===== src/rtl/rxh_pkg.sv =====
package rxh_pkg;

  localparam int BYTE_W = 8;
  localparam logic [15:0] CRC16_POLY = 16'h8408;
  localparam logic [15:0] CRC16_INIT = 16'h6363;
  localparam logic [7:0]  CRC8_POLY  = 8'h1D;
  localparam logic [7:0]  CRC8_INIT  = 8'hFF;

  // Strobes from control to datapath, valid for one cycle each.
  typedef struct packed {
    logic newFrame;   // first event of a frame: clear flags, seed CRC
    logic take;       // accept inByte
    logic passThru;   // write inByte straight to the FIFO
    logic emitHead;   // write oldest held byte and shift
    logic closeFrame; // latch the CRC verdict
    logic finish;     // empty the buffer, end of reception
  } rxhCtl_t;

  function automatic logic [15:0] crc16Step(input logic [15:0] c, input logic [7:0] b);
    logic [15:0] r;
    r = c ^ {8'h00, b};
    for (int k = 0; k < 8; k++) r = r[0] ? ((r >> 1) ^ CRC16_POLY) : (r >> 1);
    return r;
  endfunction

  function automatic logic [7:0] crc8Step(input logic [7:0] c, input logic [7:0] b);
    logic [7:0] r;
    r = c ^ b;
    for (int k = 0; k < 8; k++) r = r[7] ? ((r << 1) ^ CRC8_POLY) : (r << 1);
    return r;
  endfunction

endpackage


===== src/rtl/rxh_datapath.sv =====
module rxh_datapath
  import rxh_pkg::*;
#(
  parameter int MAX_HOLD = 2
) (
  input  logic              clk,
  input  logic              rstN,
  input  rxhCtl_t           ctl,
  input  logic              crcEn,
  input  logic              crc8Sel,
  input  logic              parityEn,
  input  logic              parityOdd,
  input  logic [BYTE_W-1:0] inByte,
  input  logic              inParity,
  output logic              holdFull,
  output logic              holdEmpty,
  output logic              holdLast,
  output logic              crcOk,
  output logic              fifoWrite,
  output logic [BYTE_W-1:0] fifoData,
  output logic              crcErr,
  output logic              parityErr
);

  localparam int CNT_W = $clog2(MAX_HOLD + 1);

  logic [BYTE_W-1:0] holdBuf [MAX_HOLD];
  logic [CNT_W-1:0]  holdCount;
  logic [CNT_W-1:0]  holdLen;
  logic [15:0]       crcReg;
  logic [15:0]       crcBase;
  logic [15:0]       crcNext;
  logic              byteBad;

  assign holdLen   = crc8Sel ? CNT_W'(1) : CNT_W'(MAX_HOLD);
  assign holdFull  = (holdCount == holdLen);
  assign holdEmpty = (holdCount == '0);
  assign holdLast  = (holdCount == CNT_W'(1));
  assign crcOk     = holdFull && (crc8Sel ? (crcReg[7:0] == 8'h00) : (crcReg == 16'h0000));

  always_comb begin
    if (ctl.newFrame) crcBase = crc8Sel ? {8'h00, CRC8_INIT} : CRC16_INIT;
    else              crcBase = crcReg;
    if (crc8Sel) crcNext = {8'h00, crc8Step(crcBase[7:0], inByte)};
    else         crcNext = crc16Step(crcBase, inByte);
  end

  assign byteBad = parityEn && ((^{inByte, inParity}) != parityOdd);

  always_ff @(posedge clk) begin
    if (!rstN) begin
      fifoWrite <= 1'b0;
      fifoData  <= '0;
      holdCount <= '0;
      crcReg    <= CRC16_INIT;
      crcErr    <= 1'b0;
      parityErr <= 1'b0;
      for (int i = 0; i < MAX_HOLD; i++) holdBuf[i] <= '0;
    end else begin
      fifoWrite <= ctl.passThru | ctl.emitHead;
      if (ctl.passThru)      fifoData <= inByte;
      else if (ctl.emitHead) fifoData <= holdBuf[0];

      if (ctl.finish) begin
        holdCount <= '0;
      end else if (ctl.take && crcEn) begin
        crcReg <= crcNext;
        if (holdFull) begin
          for (int i = 0; i < MAX_HOLD; i++) begin
            if (i + 1 < int'(holdLen))       holdBuf[i] <= holdBuf[i+1];
            else if (i + 1 == int'(holdLen)) holdBuf[i] <= inByte;
          end
        end else begin
          for (int i = 0; i < MAX_HOLD; i++)
            if (i == int'(holdCount)) holdBuf[i] <= inByte;
          holdCount <= holdCount + CNT_W'(1);
        end
      end else if (ctl.emitHead) begin
        for (int i = 0; i < MAX_HOLD - 1; i++) holdBuf[i] <= holdBuf[i+1];
        holdCount <= holdCount - CNT_W'(1);
      end

      if (ctl.take)          parityErr <= (ctl.newFrame ? 1'b0 : parityErr) | byteBad;
      else if (ctl.newFrame) parityErr <= 1'b0;

      if (ctl.closeFrame)    crcErr <= crcEn & ~crcOk;
      else if (ctl.newFrame) crcErr <= 1'b0;
    end
  end

  AST_HOLD_BOUND: assert property (@(posedge clk) disable iff (!rstN)
    int'(holdCount) <= MAX_HOLD);

  AST_FLUSH_DRAINS: assert property (@(posedge clk) disable iff (!rstN)
    (ctl.emitHead && !ctl.take) |=> (holdCount == $past(holdCount) - CNT_W'(1)));

endmodule


===== src/rtl/rxh_control.sv =====
module rxh_control
  import rxh_pkg::*;
(
  input  logic    clk,
  input  logic    rstN,
  input  logic    crcEn,
  input  logic    inValid,
  input  logic    stopRx,
  input  logic    holdFull,
  input  logic    holdEmpty,
  input  logic    holdLast,
  input  logic    crcOk,
  output rxhCtl_t ctl,
  output logic    done
);

  typedef enum logic [1:0] {ST_RECV, ST_FLUSH, ST_FIN} rxhState_t;

  rxhState_t state, stateNext;
  logic      inFrame;

  always_comb begin
    ctl       = '0;
    stateNext = state;
    case (state)
      ST_RECV: begin
        if (inValid) begin
          ctl.take     = 1'b1;
          ctl.newFrame = !inFrame;
          ctl.passThru = !crcEn;
          ctl.emitHead = crcEn && holdFull;
        end else if (stopRx) begin
          ctl.closeFrame = 1'b1;
          ctl.newFrame   = !inFrame;
          if (crcEn && !crcOk && !holdEmpty) stateNext = ST_FLUSH;
          else                               ctl.finish = 1'b1;
        end
      end
      ST_FLUSH: begin
        ctl.emitHead = 1'b1;
        if (holdLast) stateNext = ST_FIN;
      end
      default: begin
        ctl.finish = 1'b1;
        stateNext  = ST_RECV;
      end
    endcase
  end

  always_ff @(posedge clk) begin
    if (!rstN) begin
      state   <= ST_RECV;
      inFrame <= 1'b0;
      done    <= 1'b0;
    end else begin
      state <= stateNext;
      done  <= ctl.finish;
      if (ctl.finish)    inFrame <= 1'b0;
      else if (ctl.take) inFrame <= 1'b1;
    end
  end

  AST_DONE_PULSE: assert property (@(posedge clk) disable iff (!rstN)
    done |=> !done);

  AST_FLUSH_ENDS: assert property (@(posedge clk) disable iff (!rstN)
    (state == ST_FIN) |=> done);

endmodule


===== src/rtl/rx_crc_holdback.sv =====
module rx_crc_holdback
  import rxh_pkg::*;
#(
  parameter int MAX_HOLD = 2
) (
  input  logic              clk,
  input  logic              rstN,
  input  logic              crcEn,
  input  logic              crc8Sel,
  input  logic              parityEn,
  input  logic              parityOdd,
  input  logic              inValid,
  input  logic [BYTE_W-1:0] inByte,
  input  logic              inParity,
  input  logic              frameEnd,
  input  logic              sigLost,
  output logic              fifoWrite,
  output logic [BYTE_W-1:0] fifoData,
  output logic              crcErr,
  output logic              parityErr,
  output logic              done
);

  rxhCtl_t ctl;
  logic    holdFull, holdEmpty, holdLast, crcOk;
  logic    stopRx;

  assign stopRx = frameEnd | sigLost;

  rxh_control u_control (
    .clk(clk), .rstN(rstN), .crcEn(crcEn), .inValid(inValid), .stopRx(stopRx),
    .holdFull(holdFull), .holdEmpty(holdEmpty), .holdLast(holdLast), .crcOk(crcOk),
    .ctl(ctl), .done(done)
  );

  rxh_datapath #(.MAX_HOLD(MAX_HOLD)) u_datapath (
    .clk(clk), .rstN(rstN), .ctl(ctl), .crcEn(crcEn), .crc8Sel(crc8Sel),
    .parityEn(parityEn), .parityOdd(parityOdd), .inByte(inByte), .inParity(inParity),
    .holdFull(holdFull), .holdEmpty(holdEmpty), .holdLast(holdLast), .crcOk(crcOk),
    .fifoWrite(fifoWrite), .fifoData(fifoData), .crcErr(crcErr), .parityErr(parityErr)
  );

  AST_PASS_DIRECT: assert property (@(posedge clk) disable iff (!rstN)
    (!crcEn && $past(!crcEn) && inValid && !done) |=> (fifoWrite && fifoData == $past(inByte)));

  AST_CRCERR_AFTER_STOP: assert property (@(posedge clk) disable iff (!rstN)
    $rose(crcErr) |-> $past(stopRx));

  AST_DONE_QUIET: assert property (@(posedge clk) disable iff (!rstN)
    done |-> !fifoWrite);

endmodule


===== config.mk =====
export PLATFORM = sky130hd
export DESIGN_NAME = rx_crc_holdback
export DESIGN_NICKNAME = d
export VERILOG_FILES = /design/src/rtl/rxh_pkg.sv /design/src/rtl/rxh_datapath.sv /design/src/rtl/rxh_control.sv /design/src/rtl/rx_crc_holdback.sv
export SDC_FILE = /design/constraint.sdc
export NUM_CORES = 1
export LEC_CHECK = 0
export BUFFER_PORTS_ARGS = -buffer_cell sky130_fd_sc_hd__buf_2
export CAP_MARGIN = 20
export CORE_ASPECT_RATIO = 0.5
export CORE_MARGIN = 3
export CORE_UTILIZATION = 49
export CTS_CLUSTER_DIAMETER = 60
export DETAILED_ROUTE_END_ITERATION = 10
export HOLD_SLACK_MARGIN = 0.08
export PLACE_DENSITY = 0.68
export SETUP_SLACK_MARGIN = 0.3
export SKIP_CTS_REPAIR_TIMING = 1
export SLEW_MARGIN = 20
export SYNTH_ARGS = -nofsm -noshare
export SYNTH_HDL_FRONTEND = slang
export SYNTH_SLANG_ARGS = --single-unit

===== constraint.sdc =====
create_clock -name clk -period 3.5 [get_ports clk]
set_input_delay 0.35 -clock clk [delete_from_list [all_inputs] [get_ports clk]]
set_output_delay 0.35 -clock clk [all_outputs]
set_load 0.005 [all_outputs]

==> Word level (Yosys, flattened, before mapping) <==
Memories as Yosys holds them, arrays and structs flattened.
Index checks and enable logic that the tools add are counted.
{ "classes": {"n_eq_ne": 12, "n_reduce_logical": 23, "bitwise": 32, "magnitude_cmp": 2, "add_sub_neg": 2, "n_mux": 96} }
{ "op_table": {"columns": ["cell", "n"], "rows": [
  ["$mux W16", 10],
  ["$mux W8", 9],
  ["$mux W1", 53],
  ["$mux W5", 8],
  ["$not A4 Y4", 8],
  ["$not A2 Y3", 8],
  ["$mux W2", 10],
  ["$logic_not A16 Y1", 1],
  ["$xor A16 B8 Y16", 1],
  ["$mux W15", 1],
  ["$or A1 B1 Y1", 10],
  ["$reduce_xor A9 Y1", 1],
  ["$logic_not A8 Y1", 1],
  ["$ne A2 B2 Y1 const B", 4],
  ["$xor A8 B8 Y8", 1],
  ["$eq A2 B2 Y1 const A", 3],
  ["$logic_and A1 B1 Y1", 6],
  ["$logic_not A2 Y1", 3],
  ["$mux W3", 2],
  ["$reduce_bool A2 Y1", 3],
  ["$eq A2 B1 Y1 const B", 2],
  ["$logic_not A1 Y1", 4],
  ["$pmux W1 S2", 2],
  ["$pmux W2 S2", 1],
  ["other kinds (12)", 15]
]} }
{ "totals": {"out_inout_bits": 12, "regBits": 33, "n_memories": 1, "ram_bits": 16, "in_bits": 18} }
{ "memory_table": {"columns": ["name", "words", "word_bits", "rd", "rd_clocked_by_memory_dff", "wr", "line", "source"], "rows": [
  ["u_datapath.holdBuf", 2, 8, 2, 0, 2, "rxh_datapath.sv:27", "logic [BYTE_W-1:0] holdBuf [MAX_HOLD];"]
]} }

==> Longest topological paths before layout <==
Gate-level depths: netlist (run 1).
{ "logic_depth": {"word_depth": 24, "mapped_depth": 9} }

==> Cells and area by module <==
Synthesis (run 1) repeated with hierarchy kept, for this count alone.
{ "hier_totals": {"hier_cells": 385, "area_unflattened_um2": 3397.0} }
{ "by_module_without_submodules": {"columns": ["module", "seq_area_each_um2", "area_each_um2", "cells_each", "n_inst"], "rows": [
  ["rxh_datapath", 1061.0, 3155.5, 361, 1],
  ["rxh_control", 80.1, 235.2, 23, 1],
  ["rx_crc_holdback", 0.0, 6.3, 1, 1]
]} }

==> Worst setup path before layout (run 1) <==
No wires, ideal clock.
{ "synth_path": {"kind": "input to register", "start": "input sigLost", "end": "register u_datapath.crcReg[2]", "setup_time_ns": 0.064, "arrival_time_ns": 1.941, "path_stages": 7, "n_path_buf": 1, "required_ns": 3.436, "path_slack_ns": 1.495, "path_cell_list": "or3_1 buf_2 nand3_1 a21oi_1 or4_1 a211o_1 nand4_1"} }
{ "synth_between": {"elab_chain_cells": 16} }
{ "synth_lines": {"columns": ["element", "line", "source"], "rows": [
  ["start: declaration", "rx_crc_holdback.sv:16", "input logic sigLost,"],
  ["$or A1 B1 Y1 *", "rx_crc_holdback.sv:28", "assign stopRx = frameEnd | sigLost;"],
  ["$mux W1", "rxh_control.sv:32", "end else if (stopRx) begin"],
  ["$mux W1", "rxh_control.sv:27", "if (inValid) begin"],
  ["$mux W3", "rxh_control.sv:25", "case (state)"],
  ["$mux W16", "rxh_datapath.sv:42", "if (ctl.newFrame) crcBase = crc8Sel ? {8'h00, CRC8_INIT} : CRC16_INIT;"],
  ["$xor A16 B8 Y16", "rxh_pkg.sv:21", "r = c ^ {8'h00, b};"],
  ["$mux W16 (2 in series)", "rxh_pkg.sv:22", "for (int k = 0; k < 8; k++) r = r[0] ? ((r >> 1) ^ CRC16_POLY) : (r >> 1);"],
  ["$mux W16 / $not A2 Y3 (equally long branches)", null, null],
  ["$mux W16 (3 in series)", "rxh_pkg.sv:22", null],
  ["$not A2 Y3 (no line) / $mux W16 (equally long branches)", null, null],
  ["$mux W16 (2 in series)", "rxh_pkg.sv:22", null],
  ["$mux W16", "rxh_datapath.sv:44", "if (crc8Sel) crcNext = {8'h00, crc8Step(crcBase[7:0], inByte)};"],
  ["end signal: assignment", "rxh_datapath.sv:67", "crcReg <= crcNext;"],
  ["end: declaration", "rxh_datapath.sv:30", "logic [15:0] crcReg;"]
]} }
Every way passes the cells marked *; elsewhere a longest branch is shown, timed or not.
A chain may end at the register's enable or synchronous reset.

==> Worst setup path after layout (run 1) <==
{ "layout_path": {"start": "register u_control.state[0]", "end": "register u_datapath.crcReg[5]"} }
{ "layout_between": {"elab_chain_cells": 14} }
{ "layout_lines": {"columns": ["element", "line", "source"], "rows": [
  ["start: declaration", "rxh_control.sv:19", "rxhState_t state, stateNext;"],
  ["start signal: assignment", "rxh_control.sv:56", "state <= stateNext;"],
  ["$logic_not A2 Y1", "rxh_control.sv:25", null],
  ["$mux W3", "rxh_control.sv:25", null],
  ["$mux W16", "rxh_datapath.sv:42", null],
  ["$xor A16 B8 Y16", "rxh_pkg.sv:21", null],
  ["$mux W16 (2 in series)", "rxh_pkg.sv:22", null],
  ["$not A2 Y3 (no line)", null, null],
  ["$mux W16 (6 in series)", "rxh_pkg.sv:22", null],
  ["$mux W16", "rxh_datapath.sv:44", null]
]} }
Several ways; a longest one is shown, not always the timed one.

==> results of run 1 <==
==> worst max-delay path, stage by stage (launching register included) <==
cell and delay, ns:
dfxtp_1 0.40, or3_4 0.45, nor2_1 0.34, o21ai_1 0.24, xor2_1 0.46, xnor2_1 0.19, a41oi_1 0.13
==> synth_stat cells (6+ instances only) <==
master / count / area, um2
o21ai_0: 18 / 90.1
nor3_1: 7 / 35.0
dfxtp_1: 33 / 661
edfxtp_1: 16 / 480
inv_1: 7 / 26.3
clkbuf_1: 19 / 71.3
o211ai_1: 6 / 45.0
nand2_1: 31 / 116
a22o_1: 8 / 70.1
a21oi_1: 21 / 105
xor2_1: 14 / 123
a211oi_1: 8 / 60.1
nor2_1: 26 / 97.6
buf_2: 6 / 30.0
xnor2_1: 33 / 289
mux2i_1: 9 / 90.1
==> layout by cell type (no fill, tap or decap), types with 2 or more instances in the layout <==
cell type,count
inv_1,7
xor3_1,2
a211oi_1,8
a22o_1,8
dfxtp_1,33
a22oi_1,4
nor3_1,7
o21ai_1,2
xnor2_1,33
o21ai_0,18
a221o_1,3
nor2b_1,2
a32oi_1,2
nand4_1,3
nand2_1,31
o311ai_0,3
ha_1,2
nand2b_1,2
buf_2,29
clkinv_4,2
xor2_1,14
or3_1,2
clkbuf_16,5
nand3_1,4
nor4_1,5
and3_1,3
buf_4,4
nor2_1,26
o21a_1,3
edfxtp_1,16
and2_1,2
xnor3_1,5
mux2i_1,9
a21oi_1,21
o211ai_1,6
nor3_2,2
==> stage by stage <==
step | util | cell area (um2) | total power (uW)
6_report | 0.590 | 3410 | 1570
5_1_grt | 0.590 | 3410 | 1630
3_5_place_dp | 0.564 | 3260 | 1080
2_1_floorplan | - | 3090 | 981
3_3_place_gp | 0.564 | 3260 | 1070
4_1_cts | 0.590 | 3410 | 1570
==> cell type report <==
| cell class | count | area share |
|---|---|---|
| clock buffer | 5 | 0.0367 |
| clock inverter | 3 | 0.00661 |
| inverter | 7 | 0.00771 |
| multi-input combinational | 253 | 0.532 |
| sequential | 49 | 0.335 |
| tap | 84 | 0.0308 |
| timing repair buffer | 33 | 0.0514 |
==> sequential cells by signal, summed over array words and instances (netlist names) <==
signal                cells
u_datapath.parityErr      1
u_control.state           2
u_control.done            1
u_control.inFrame         1
u_datapath.crcReg        16
u_datapath.holdBuf       16
u_datapath.fifoData       8
u_datapath.fifoWrite      1
u_datapath.holdCount      2
u_datapath.crcErr         1
==> path summary, 6_finish.rpt <==
path,startpoint,end,slack (ns)
worst min-delay path,parityEn,u_datapath.parityErr,0.34
worst min register to register,u_datapath.crcErr,u_datapath.crcErr,0.46
worst max-delay path,u_control.state[0],u_datapath.crcReg[5],1.15
worst max register to register,u_control.state[0],u_datapath.crcReg[5],1.15
==> power breakdown <==
| part | leakage, uW | switching [uW] | internal (uW) |
|---|---|---|---|
| logic | 0.000788 | 218 | 184 |
| clock network | 0.0000738 | 226 | 267 |
| registers | 0.000439 | 42.7 | 630 |
| total | 0.00130 | 487 | 1080 |
==> routing by layer <==
metal	share of wire	vias up	wire length (um)
met2	0.46	67	3710
met3	0.059	10	473
met1	0.47	1211	3790
met4	0.014	0	114
met5	0	-	0
li1	-	1233	-
==> cell families (layout without fill, tap and decap cells) <==
| logic type | Yosys count | count (layout) |
|---|---|---|
| buf+inv | 34 | 48 |
| flops | 49 | 49 |
| xor+xnor | 55 | 55 |
| mux | 10 | 10 |
| simple gates | 97 | 97 |
| fa+ha+maj | 2 | 2 |
| compound gates | 89 | 89 |
==> impl_metrics.json, run 1 <==
{
  "cts_sinks": 49,
  "arrival_ns": 2.51,
  "max_freq_mhz": 425,
  "postSynthAreaPerCell_um2": 9.21,
  "hold_viol_final": 0,
  "clk_path_buf_depth": 2,
  "syn_inst": 336,
  "power.leakage_uw": 0.00130,
  "hpwl_um": 5810,
  "end_kind": "flip-flop",
  "n_fill_cell": 507,
  "seq_area_frac_synth": 0.369,
  "placedCellCount": 426,
  "grtUsageTotal": 0.220,
  "synth_xor_area_frac": 0.190,
  "seqCellArea_um2": 1140,
  "place_congestion": 0.981,
  "synth_fa_ha_area_frac": 0.00809,
  "drive_above_1_share": 0.146,
  "portBuffers": 29,
  "synth_edf_count": 16,
  "clock_latency_ns": 0.30,
  "routed_wl_um": 8080,
  "grtUsageMet3": 0.0517,
  "cts_made_buffers": 5,
  "hold_class": "in -> reg",
  "postRouteAntennaNets": 0,
  "start_util": 0.535,
  "synth_top_family_by_area": "compound AO/OA/AOI/OAI gates",
  "cts_tree": "done",
  "htreeDepth": 2,
  "yosysWarnings": 0,
  "syn_nets": 356,
  "cap_violations": 0,
  "antenna_found_initial": 0,
  "synth_flop_cell": "dfxtp_1",
  "multi_input_area_um2": 1810,
  "synthArstFlopShare": 0,
  "start_kind": "flip-flop",
  "min_period_over_period": 0.672,
  "peakVddDrop_mv": 0.289,
  "grt_pass1_wl_um": 12800,
  "setup_ws_ns": 1.15,
  "nets": 369,
  "holdWs_ns": 0.339,
  "boundaryPins": 30,
  "setup_viol": 0,
  "skew_ns": 0.00579,
  "gr-total-overflow": 0,
  "crit_type": "reg -> reg",
  "fin_setup_tns_ns": 0,
  "vias_per_cell": 5.81,
  "grtUsageMet2": 0.354,
  "required_ns": 3.65,
  "dpl_worst_slack_ns": 1.15,
  "tightest_slew_ns": 0.980,
  "synth_compound_area_frac": 0.197,
  "area_growth_pct": 10.2,
  "ys_ff_latch": 49,
  "status": "complete, no violations",
  "cts_root_buf": "clkbuf_16",
  "fin_crit_ns": 2.35,
  "grt_pass1_vias": 2460,
  "rsz0062_at_grt": "false",
  "hold-path-cell-count": 3,
  "drc": 0,
  "grt-busiest-layer": "met2",
  "drt_iter0_drc": 237,
  "syn_area_um2": 3090,
  "n_antenna_cell": 0,
  "stdcell_count": 434,
  "wl_per_cell_um": 18.6,
  "dieArea_um2": 7360,
  "grt_max_degree": 26,
  "cp_max_fo": 7,
  "clk_pin_slew_ns": 0.07,
  "rows": 19,
  "maxSlewHeadroom": 0.346,
  "synth_simple_gate_area_frac": 0.158,
  "fp.coreArea_um2": 5780,
  "powerDensity_nw_per_um2": 460,
  "yosys.cell_types.count": 57,
  "synthMuxAreaShare": 0.0328,
  "via_count": 2521,
  "maxSlewViolCount": 0,
  "die_width_um": 118,
  "first_pass_iters": 4,
  "r2r_cells": 6,
  "die_h_um": 62.2,
  "grt_use_met1": 0.294
}
Power figures use the tool's default switching activity.
==> inputs of run 2 (changes only) <==
==> constraint.sdc (replaced) <==
create_clock -name clk -period 2.35 [get_ports clk]
set_input_delay 0.235 -clock clk [delete_from_list [all_inputs] [get_ports clk]]
set_output_delay 0.235 -clock clk [all_outputs]
set_load 0.005 [all_outputs]
==> run 2 against run 1 <==
Compared with the run above: combinational power increased by 59%; wire length increased by 1.7%; flip-flop and latch count unchanged; clock skew decreased by 0.0032 ns; global-route usage about the same; largest cell class unchanged; largest power group unchanged.
==> impl_metrics.json, run 2 (same netlist as run 1, synthesis figures left out) <==
{
  "antenna_found_initial": 0,
  "crit_type": "reg -> reg",
  "wl_per_cell_um": 18.4,
  "drive_above_1_share": 0.212,
  "holdWs_ns": 0.211,
  "start_util": 0.535,
  "arrival_ns": 2.28,
  "postRouteAntennaNets": 0,
  "grtUsageTotal": 0.221,
  "die_width_um": 118,
  "cap_violations": 0,
  "htreeDepth": 2,
  "area_growth_pct": 15.5,
  "fp.coreArea_um2": 5780,
  "nets": 383,
  "cp-startpoint": "u_control.state[0]",
  "cts_root_buf": "clkbuf_16",
  "cts_tree": "done",
  "rsz0062_at_grt": "true",
  "setup_viol": 0,
  "fin_setup_tns_ns": 0,
  "min_period_over_period": 0.888,
  "cpMaxStageDelayCell": "xnor3_1",
  "final_cell_mix": "nand2_1, xnor2_1, buf_2, dfxtp_1, nor2_1",
  "cts_sinks": 49,
  "hold_viol_final": 0,
  "multi_input_area_um2": 1860,
  "clock_latency_ns": 0.30,
  "die_h_um": 62.2,
  "via_count": 2632,
  "fin_crit_ns": 2.09,
  "portBuffers": 29,
  "routed_wl_um": 8220,
  "hold_class": "in -> reg",
  "clk_path_buf_depth": 2,
  "n_fill_cell": 510,
  "cp_max_fo": 6,
  "power.leakage_uw": 0.00138,
  "required_ns": 2.55,
  "peakVddDrop_mv": 0.310,
  "hpwl_um": 6000,
  "worst_r2r_startpoint": "u_control.state[0]",
  "powerDensity_nw_per_um2": 670,
  "end_kind": "flip-flop",
  "gr-total-overflow": 0,
  "dieArea_um2": 7360,
  "max_freq_mhz": 479,
  "vias_per_cell": 5.88,
  "slowest_delay_ns": 0.45,
  "path_buf_inv": 0,
  "cts_made_buffers": 5,
  "grt_pass1_wl_um": 13000,
  "status": "complete, no violations",
  "grt_pass1_vias": 2468,
  "boundaryPins": 30,
  "clk_pin_slew_ns": 0.07,
  "worstPathCellList": "or3_4 > nor3_4 > a21oi_4 > xnor2_2 > xnor3_1 > o41ai_1",
  "critical_path.top_delay_family": "XOR/XNOR gates",
  "maxSlewViolCount": 0,
  "skew_ns": 0.00254,
  "place_congestion": 0.888,
  "tightest_slew_ns": 0.561,
  "hp-start": "parityEn",
  "maxSlewHeadroom": 0.624,
  "drc": 0,
  "rows": 19,
  "start_kind": "flip-flop",
  "reg_top3": "u_datapath.crcReg x16, u_datapath.holdBuf x16, u_datapath.fifoData x8",
  "grt_max_degree": 22,
  "drt_iter0_drc": 288,
  "first_pass_iters": 4,
  "seqCellArea_um2": 1150,
  "n_antenna_cell": 0
}
==> run 2: cell types whose count changed in the layout (fill, tap and decap cells not counted), sizes merged <==
cell      before  now
clkinvlp       0    2
buf           33   47
clkinv         3    0
inv            7    8
==> run 2: worst paths after layout <==
path	cells past startpoint	end	slack, ns
hold reg to reg	2	u_datapath.crcErr	0.48
setup / recovery	6	u_datapath.crcReg[3]	0.26
setup reg to reg	6	u_datapath.crcReg[3]	0.26
hold / removal	3	u_datapath.parityErr	0.21
==> run 2: area by class of cell <==
type,instances,share of cell area
clock buffer,5,0.0350
clock inverter,3,0.00736
inverter,7,0.00736
multi-input combinational,253,0.521
sequential,49,0.321
tap,84,0.0294
timing repair buffer,47,0.0785
==> run 2: worst reg2reg max path, cell delays in order (launching register included) <==
cell and delay, ns:
dfxtp_2 0.36, or3_4 0.43, nor3_4 0.22, a21oi_4 0.07
xnor2_2 0.24, xnor3_1 0.45, o41ai_1 0.22
==> run 2: where the power goes <==
group / total, uW / internal [uW] / switching (uW)
logic: 640 / 302 / 337
clock network: 753 / 403 / 351
registers: 1000 / 939 / 62.8
==> run 2: stage by stage <==
| stage | setup WS (ns) | std cells | cell area (um2) | util | total power (uW) |
|---|---|---|---|---|---|
| after floorplan | 0.384 | 336 | 3090 | - | 1460 |
| after global placement | 0.233 | 438 | 3350 | 0.580 | 1610 |
| after detailed placement | 0.170 | 438 | 3350 | 0.580 | 1620 |
| after CTS | 0.196 | 446 | 3500 | 0.606 | 2370 |
| after global routing | 0.167 | 448 | 3570 | 0.618 | 2510 |
| final | 0.264 | 448 | 3570 | 0.618 | 2390 |
==> run 2: metal layers <==
metal  GRT usage  vias to the layer above  wire length [um]
met4      0.0496                        0                88
met1       0.312                     1271              3770
li1            -                     1256                 -
met5           0                        -                 0
met2       0.342                       95              3790
met3      0.0535                       10               569
